<file path="config.mk">
export PLATFORM = sky130hd
export DESIGN_NAME = fir_csd_share
export DESIGN_NICKNAME = d
export VERILOG_FILES = /design/src/rtl/fir_share_pkg.sv /design/src/rtl/fir_bus_gen.sv /design/src/rtl/fir_tap_term.sv /design/src/rtl/fir_ctrl.sv /design/src/rtl/fir_datapath.sv /design/src/rtl/fir_csd_share.sv
export SDC_FILE = /design/constraint.sdc
export NUM_CORES = 1
export LEC_CHECK = 0
export ABC_CLOCK_PERIOD_IN_PS = 9600
export BUFFER_PORTS_ARGS = -buffer_cell sky130_fd_sc_hd__clkbuf_2
export CAP_MARGIN = 20
export CORE_ASPECT_RATIO = 1.5
export CORE_MARGIN = 2
export CORE_UTILIZATION = 54
export CTS_CLUSTER_DIAMETER = 80
export CTS_CLUSTER_SIZE = 14
export DETAILED_ROUTE_END_ITERATION = 7
export PLACE_DENSITY = 0.69
export SLEW_MARGIN = 20
export SYNTH_ARGS = -nofsm -noshare
export SYNTH_HDL_FRONTEND = slang
export SYNTH_SLANG_ARGS = --single-unit
</file>
<file path="constraint.sdc">
create_clock -name clk -period 9.6 [get_ports clk]
set_clock_uncertainty 0.1 [all_clocks]
set_input_delay 0.96 -clock clk [delete_from_list [all_inputs] [get_ports clk]]
set_output_delay 0.96 -clock clk [all_outputs]
set_load 0.01 [all_outputs]
</file>
<file path="src/rtl/fir_share_pkg.sv">
package fir_share_pkg;

  // Bus selector for a tap term
  typedef enum logic [1:0] {
    BUS_NONE = 2'd0,
    BUS_RAW  = 2'd1,
    BUS_LO   = 2'd2,   // x - x/4
    BUS_HI   = 2'd3    // x + x/4
  } bus_sel_e;

  // Strobes from control to datapath
  typedef struct packed {
    logic shiftEn;
    logic outLoad;
  } fir_ctrl_t;

  // Term encoding: [7:6] bus, [5] negate, [4:0] right shift
  function automatic logic [7:0] mkTerm(bus_sel_e bus, logic neg, int unsigned sh);
    logic [4:0] shBits;
    shBits = sh[4:0];
    return {bus, neg, shBits};
  endfunction

  // Tap 0 in the low byte: 0.75, -0.3125, 0.625, 1.25
  localparam logic [31:0] DEF_TERM_A = {
    mkTerm(BUS_HI, 1'b0, 0),
    mkTerm(BUS_HI, 1'b0, 1),
    mkTerm(BUS_HI, 1'b1, 2),
    mkTerm(BUS_LO, 1'b0, 0)
  };
  localparam logic [31:0] DEF_TERM_B = 32'd0;

endpackage

</file>
<file path="src/rtl/fir_bus_gen.sv">
module fir_bus_gen #(
  parameter int IN_W   = 16,
  parameter int FRAC_W = 4,
  parameter int ACC_W  = 23
) (
  input  logic [IN_W-1:0]         inData,
  output logic signed [ACC_W-1:0] busRaw,
  output logic signed [ACC_W-1:0] busLo,
  output logic signed [ACC_W-1:0] busHi
);
  localparam int EXT_W = ACC_W - IN_W - FRAC_W;

  logic signed [ACC_W-1:0] quarter;

  always_comb begin
    busRaw  = {{EXT_W{inData[IN_W-1]}}, inData, {FRAC_W{1'b0}}};
    quarter = busRaw >>> 2;
    busLo   = busRaw - quarter;
    busHi   = busRaw + quarter;
  end
endmodule

</file>
<file path="src/rtl/fir_tap_term.sv">
module fir_tap_term #(
  parameter int         ACC_W = 23,
  parameter logic [7:0] TERM  = 8'h00
) (
  input  logic signed [ACC_W-1:0] busRaw,
  input  logic signed [ACC_W-1:0] busLo,
  input  logic signed [ACC_W-1:0] busHi,
  output logic signed [ACC_W-1:0] term
);
  localparam logic [1:0] SEL   = TERM[7:6];
  localparam logic       NEG   = TERM[5];
  localparam int         SHIFT = int'(TERM[4:0]);

  logic signed [ACC_W-1:0] src;
  logic signed [ACC_W-1:0] shifted;

  always_comb begin
    case (SEL)
      2'd1:    src = busRaw;
      2'd2:    src = busLo;
      2'd3:    src = busHi;
      default: src = '0;
    endcase
    shifted = src >>> SHIFT;
    term    = NEG ? -shifted : shifted;
  end
endmodule

</file>
<file path="src/rtl/fir_ctrl.sv">
module fir_ctrl
  import fir_share_pkg::*;
(
  input  logic      clk,
  input  logic      rstN,
  input  logic      inValid,
  output fir_ctrl_t ctrl,
  output logic      outValid
);
  always_comb begin
    ctrl.shiftEn = inValid;
    ctrl.outLoad = inValid;
  end

  always_ff @(posedge clk or negedge rstN) begin
    if (!rstN) outValid <= 1'b0;
    else       outValid <= inValid;
  end

  AST_VALID_FOLLOWS: assert property (@(posedge clk) disable iff (!rstN)
    inValid |=> outValid);
  AST_IDLE_NO_VALID: assert property (@(posedge clk) disable iff (!rstN)
    !inValid |=> !outValid);
endmodule

</file>
<file path="src/rtl/fir_datapath.sv">
module fir_datapath
  import fir_share_pkg::*;
#(
  parameter int                      IN_W   = 16,
  parameter int                      FRAC_W = 4,
  parameter int                      OUT_W  = 18,
  parameter int                      NTAPS  = 4,
  parameter int                      ACC_W  = 23,
  parameter logic [NTAPS-1:0][7:0]   TERM_A = DEF_TERM_A,
  parameter logic [NTAPS-1:0][7:0]   TERM_B = DEF_TERM_B
) (
  input  logic             clk,
  input  logic             rstN,
  input  fir_ctrl_t        ctrl,
  input  logic [IN_W-1:0]  inData,
  output logic [OUT_W-1:0] outData
);
  localparam logic signed [ACC_W-1:0] RND = ACC_W'(1 << (FRAC_W - 1));

  logic signed [ACC_W-1:0] busRaw, busLo, busHi;
  logic signed [ACC_W-1:0] termA [NTAPS];
  logic signed [ACC_W-1:0] termB [NTAPS];
  logic signed [ACC_W-1:0] zReg  [NTAPS-1];
  logic signed [ACC_W-1:0] zNext [NTAPS-1];
  logic signed [ACC_W-1:0] sum0;
  logic signed [ACC_W-1:0] rounded;

  fir_bus_gen #(.IN_W(IN_W), .FRAC_W(FRAC_W), .ACC_W(ACC_W)) uBus (
    .inData(inData), .busRaw(busRaw), .busLo(busLo), .busHi(busHi)
  );

  for (genvar k = 0; k < NTAPS; k++) begin : g_tap
    fir_tap_term #(.ACC_W(ACC_W), .TERM(TERM_A[k])) uTermA (
      .busRaw(busRaw), .busLo(busLo), .busHi(busHi), .term(termA[k])
    );
    fir_tap_term #(.ACC_W(ACC_W), .TERM(TERM_B[k])) uTermB (
      .busRaw(busRaw), .busLo(busLo), .busHi(busHi), .term(termB[k])
    );
  end

  // Transposed chain: element k-1 stores tap k plus the element behind it
  for (genvar k = 1; k < NTAPS; k++) begin : g_chain
    if (k == NTAPS - 1) begin : g_tail
      assign zNext[k-1] = termA[k] + termB[k];
    end else begin : g_mid
      assign zNext[k-1] = termA[k] + termB[k] + zReg[k];
    end

    always_ff @(posedge clk or negedge rstN) begin
      if (!rstN)             zReg[k-1] <= '0;
      else if (ctrl.shiftEn) zReg[k-1] <= zNext[k-1];
    end
  end

  always_comb begin
    sum0    = termA[0] + termB[0] + zReg[0];
    rounded = (sum0 + RND) >>> FRAC_W;
  end

  always_ff @(posedge clk or negedge rstN) begin
    if (!rstN)             outData <= '0;
    else if (ctrl.outLoad) outData <= rounded[OUT_W-1:0];
  end

  AST_CHAIN_HOLD: assert property (@(posedge clk) disable iff (!rstN)
    !ctrl.shiftEn |=> ($stable(zReg[0]) && $stable(zReg[NTAPS-2])));
  AST_OUT_HOLD: assert property (@(posedge clk) disable iff (!rstN)
    !ctrl.outLoad |=> $stable(outData));
  AST_BUS_EXACT: assert property (@(posedge clk) disable iff (!rstN)
    ((busLo <<< 2) == (busRaw + (busRaw <<< 1))) &&
    ((busHi <<< 2) == ((busRaw <<< 2) + busRaw)));
  AST_NO_OVERFLOW: assert property (@(posedge clk) disable iff (!rstN)
    ctrl.outLoad |-> ((rounded[ACC_W-1:OUT_W-1] == '0) ||
                      (rounded[ACC_W-1:OUT_W-1] == '1)));
endmodule

</file>
<file path="src/rtl/fir_csd_share.sv">
module fir_csd_share
  import fir_share_pkg::*;
#(
  parameter int                    IN_W   = 16,
  parameter int                    FRAC_W = 4,
  parameter int                    OUT_W  = 18,
  parameter int                    NTAPS  = 4,
  parameter logic [NTAPS-1:0][7:0] TERM_A = DEF_TERM_A,
  parameter logic [NTAPS-1:0][7:0] TERM_B = DEF_TERM_B
) (
  input  logic             clk,
  input  logic             rstN,
  input  logic             inValid,
  input  logic [IN_W-1:0]  inData,
  output logic             outValid,
  output logic [OUT_W-1:0] outData
);
  localparam int ACC_W = IN_W + FRAC_W + 3;

  fir_ctrl_t ctrl;

  fir_ctrl uCtrl (
    .clk(clk), .rstN(rstN), .inValid(inValid), .ctrl(ctrl), .outValid(outValid)
  );

  fir_datapath #(
    .IN_W(IN_W), .FRAC_W(FRAC_W), .OUT_W(OUT_W), .NTAPS(NTAPS),
    .ACC_W(ACC_W), .TERM_A(TERM_A), .TERM_B(TERM_B)
  ) uDp (
    .clk(clk), .rstN(rstN), .ctrl(ctrl), .inData(inData), .outData(outData)
  );
endmodule

</file>
==> run_summary.xml <==
<?xml version="1.0" encoding="UTF-8"?>
<metrics>
  <group name="run_status">
    <metric name="outcome" unit="">completed</metric>
  </group>
  <group name="detailed_routing">
    <metric name="firstDrtPassIters" unit="">5</metric>
    <metric name="drcViolationCount" unit="">0</metric>
    <metric name="avgViaCountPerCell" unit="">5.668</metric>
    <metric name="routed_wl" unit="um">15260</metric>
    <metric name="count_of_routing_violations_after_the_opening_detailed_route_iteration" unit="">201</metric>
    <metric name="wl_per_cell" unit="um">15.66</metric>
    <metric name="route.antenna.remaining_nets" unit="">0</metric>
    <metric name="via_count" unit="">5521</metric>
  </group>
  <group name="die">
    <metric name="pin_count" unit="">38</metric>
    <metric name="chipWidth" unit="um">97.01</metric>
    <metric name="fp-row-count" unit="">51</metric>
    <metric name="core-area" unit="um2">12830</metric>
    <metric name="die_height" unit="um">143.5</metric>
    <metric name="fp.dieArea" unit="um2">13920</metric>
    <metric name="initial_core_utilization" unit="%">54.63</metric>
  </group>
  <group name="pwr">
    <metric name="report.power.total" unit="mW">2.436</metric>
    <metric name="powerDensity" unit="nW/um2">317.7</metric>
    <metric name="power_leakage" unit="nW">3.692</metric>
    <metric name="vdd_ir_drop_max" unit="mV">0.2172</metric>
  </group>
  <group name="timing">
    <metric name="min_period_over_period" unit="%">53.11</metric>
    <metric name="fin_tns_setup" unit="ns">0</metric>
    <metric name="achievable-frequency" unit="MHz">196.1</metric>
    <metric name="max_slew_violation_total_from_the_final_report" unit="">0</metric>
    <metric name="finalWorstSetupSlack" unit="ns">4.502</metric>
    <metric name="timing.hold.ws" unit="ns">0.3857</metric>
    <metric name="hold_viol_final" unit="">0</metric>
    <metric name="worst_slew_pin_tran" unit="ns">0.7807</metric>
    <metric name="max_slew_headroom" unit="%">47.96</metric>
    <metric name="rsz0062_at_grt" unit="">no</metric>
    <metric name="setup_failing_eps_final" unit="">0</metric>
    <metric name="finalWorstPathRequiredPeriod" unit="ns">5.098</metric>
  </group>
  <group name="worst_setup_path">
    <metric name="worst_path_most_repeated_cell" unit="">sky130_fd_sc_hd__nor2_1</metric>
    <metric name="crit_chain" unit="">clkbuf_2 &gt; ha_1 &gt; fa_1 &gt; nor2b_1 &gt; nor2_1 &gt; nor2_1 &gt; nor2_1 &gt; xnor2_1 &gt; ha_1 &gt; a211o_1 &gt; or2_1 &gt; o221a_1 &gt; nor3_1 &gt; a31oi_4 &gt; a221oi_2 &gt; o31a_1 &gt; maj3_2 &gt; a221oi_1 &gt; nor3_1 &gt; xor2_1 &gt; mux2i_1</metric>
    <metric name="worst-r2r-setup-slack" unit="ns">5.77</metric>
    <metric name="path_delay_family" unit="">simple AND/OR/NAND/NOR gates</metric>
    <metric name="critical_path_buf_inv_count" unit="">1</metric>
    <metric name="crit_fanout" unit="">6</metric>
    <metric name="cp_slowest_cell" unit="">sky130_fd_sc_hd__fa_1</metric>
    <metric name="worst_r2r_endpoint" unit="">uDp.outData[17]</metric>
    <metric name="critical_path_arrival" unit="ns">5.19</metric>
    <metric name="critPathRequiredTime" unit="ns">9.69</metric>
    <metric name="reg2reg_depth" unit="">15</metric>
    <metric name="critPathMaxStageDelay" unit="ns">0.42</metric>
    <metric name="worst_setup_path_start_kind" unit="">input port</metric>
    <metric name="worst_setup_path_end_kind" unit="">flop</metric>
    <metric name="r2r_start" unit="">uDp.zReg[50]</metric>
    <metric name="classification_of_the_worst_setup_path" unit="">input port to flop</metric>
  </group>
  <group name="min_path">
    <metric name="holdPathEnd" unit="">uDp.outData[14]</metric>
    <metric name="min-delay-start" unit="">uDp.outData[14]</metric>
    <metric name="hold_depth" unit="">2</metric>
    <metric name="hold_path.class" unit="">flop to flop</metric>
  </group>
  <group name="clocking">
    <metric name="clock_sink_count" unit="">79</metric>
    <metric name="cts_tree" unit="">done</metric>
    <metric name="postCtsSetupBuffers" unit="">0</metric>
    <metric name="ctsHoldBuffers" unit="">0</metric>
    <metric name="cts.reportedPaths.clkPinSlew" unit="ns">0.07</metric>
    <metric name="cts.repair.resized" unit="">0</metric>
    <metric name="root_cell_of_the_clock_tree" unit="">sky130_fd_sc_hd__clkbuf_16</metric>
    <metric name="cts_htree_levels" unit="">3</metric>
    <metric name="cts.path.max_buffers" unit="">2</metric>
    <metric name="cts-buffers-inserted" unit="">9</metric>
    <metric name="worst_skew_pair.late_latency" unit="ns">0.34</metric>
  </group>
  <group name="layout">
    <metric name="final_layout_size_suffix_gt1_share" unit="%">12.64</metric>
    <metric name="mostFrequentLayoutCell" unit="">sky130_fd_sc_hd__inv_1</metric>
    <metric name="final_net_count" unit="">931</metric>
    <metric name="antenna_cells" unit="">0</metric>
    <metric name="syn_to_final_growth" unit="%">9.411</metric>
    <metric name="final_cell_count_no_fill" unit="">974</metric>
    <metric name="finish.utilization" unit="%">59.77</metric>
    <metric name="most_frequent_cells_in_the_layout" unit="">101 x sky130_fd_sc_hd__inv_1, 84 x sky130_fd_sc_hd__ha_1, 79 x sky130_fd_sc_hd__dfrtp_1</metric>
    <metric name="stdcell_area" unit="um2">7666</metric>
  </group>
  <group name="global_route">
    <metric name="grt-ovfl-total" unit="">0</metric>
    <metric name="groute.usage.overall" unit="%">22.97</metric>
    <metric name="grt_max_degree" unit="">80</metric>
    <metric name="via_count_of_the_first_global_routing_pass" unit="">5763</metric>
    <metric name="first_pass_grt_wire_length" unit="um">26170</metric>
    <metric name="initial_antenna_violation_count" unit="">0</metric>
  </group>
  <group name="logic_synthesis">
    <metric name="syn_area" unit="um2">7007</metric>
    <metric name="asyncSetResetFlopFracSynth" unit="%">100.0</metric>
    <metric name="synth.net_count" unit="">899</metric>
    <metric name="synth_top_flop_cell" unit="">sky130_fd_sc_hd__dfrtp_1</metric>
    <metric name="avgSynthCellArea" unit="um2">9.006</metric>
    <metric name="post_synth_num_cell_types" unit="">72</metric>
    <metric name="synth-seq-cells" unit="">79</metric>
    <metric name="synth-edff-count" unit="">0</metric>
    <metric name="synthesis.instances" unit="">778</metric>
    <metric name="portion_of_the_post_synthesis_area_used_by_sequential_elements" unit="%">28.21</metric>
    <metric name="synth.yosys.warnings" unit="">0</metric>
  </group>
  <group name="placed_design">
    <metric name="gp_congestion" unit="">0.8499</metric>
    <metric name="placed_cell_area" unit="um2">7338</metric>
    <metric name="detailed_place_hpwl" unit="um">11620</metric>
    <metric name="dpl.cell_count" unit="">958</metric>
    <metric name="detailedPlace.worstSlack" unit="ns">4.212</metric>
    <metric name="buffer_ports.inserted" unit="">37</metric>
  </group>
  <group name="job">
    <metric name="maxCapViolCount" unit="">0</metric>
  </group>
</metrics>
final cells by class:
| type | instances | area [um2] |
|---|---|---|
| Fill cell | 1145 | 5160 |
| Multi-Input combinational cell | 578 | 4574 |
| Sequential cell | 79 | 1977 |
| Inverter | 104 | 390.4 |
| Clock buffer | 12 | 246.5 |
| Timing Repair Buffer | 38 | 201.4 |
| Tap cell | 159 | 198.9 |
| Clock inverter | 4 | 77.57 |
cells by family (layout without fill, tap and decap cells):
kind of cell / count (synthesis) / in the layout / synth area share (%)
AOI/OAI and AO/OA: 188 / 188 / 18.34
and+or+nand+nor: 194 / 194 / 13.48
xor gates and xnor gates: 54 / 54 / 7.018
DFF: 79 / 79 / 28.21
adders and majority gates: 103 / 103 / 20.30
buffers and inverters: 121 / 158 / 6.500
muxes: 39 / 39 / 6.143
worst reg2reg max path, delay by kind of cell, from the launching register on:
kind	cells	cell delay, ns
simple gates	1	0.07
flops	1	0.32
compound gates	10	2.34
buf+inv	2	0.09
fa+ha+maj	2	0.79
cell usage after synthesis, drive strengths merged (4+ instances only):
master / count / share of area, %
and2: 7 / 0.62
nor2b: 12 / 1.1
nand2: 42 / 2.2
nor3: 24 / 1.9
xnor2: 40 / 5.3
o21a: 13 / 1.4
a21oi: 52 / 3.7
fa: 18 / 5.1
a211oi: 6 / 0.64
nand2b: 8 / 0.71
o31ai: 12 / 1.5
mux2i: 7 / 1.0
a211o: 5 / 0.62
xor2: 14 / 1.8
inv: 104 / 5.6
a22oi: 4 / 0.50
dfrtp: 79 / 28
or2: 5 / 0.45
mux2: 32 / 5.1
nor2: 62 / 3.3
and3: 4 / 0.36
a21o: 11 / 1.2
nand3b: 4 / 0.43
nand3: 14 / 1.0
o21bai: 11 / 1.2
buf: 7 / 0.39
a31oi: 6 / 0.75
ha: 84 / 15
o22ai: 4 / 0.36
clkbuf: 10 / 0.54
o21ai: 35 / 2.5
worst max-delay path by stage:
stage | start | to | slack, ns | cells past startpoint
finish | inData[0] | uDp.zReg[64] | 4.50 | 21
global route | inData[0] | uDp.zReg[64] | 4.23 | 21
detailed placement | inData[0] | uDp.zReg[64] | 4.21 | 21
CTS | inData[0] | uDp.zReg[64] | 4.54 | 21
floorplan | inData[0] | uDp.zReg[64] | 4.74 | 20
global placement | inData[0] | uDp.zReg[64] | 4.34 | 21
registers in the layout (all words and copies together) (netlist names):
register / flops
uDp.zReg: 60
uCtrl.outValid: 1
uDp.outData: 18
power by group:
group          switching (mW)  internal [mW]  leakage (nW)  total [mW]
combinational           0.802          0.696          2.61        1.50
clock                   0.145          0.237         0.157       0.382
sequential             0.0830          0.473         0.924       0.556
total                    1.03           1.41          3.69        2.44
layer usage:
layer	share of wire [%]	vias to the layer above	wire length, um	GRT usage [%]
li1	-	2732	-	-
met3	1.9	35	283	2.578
met1	40	2676	6088	23.96
met2	55	78	8415	45.87
met5	0	-	0	0
met4	3.1	0	467	9.859
No activity file was read; power rests on OpenSTA's default activity.
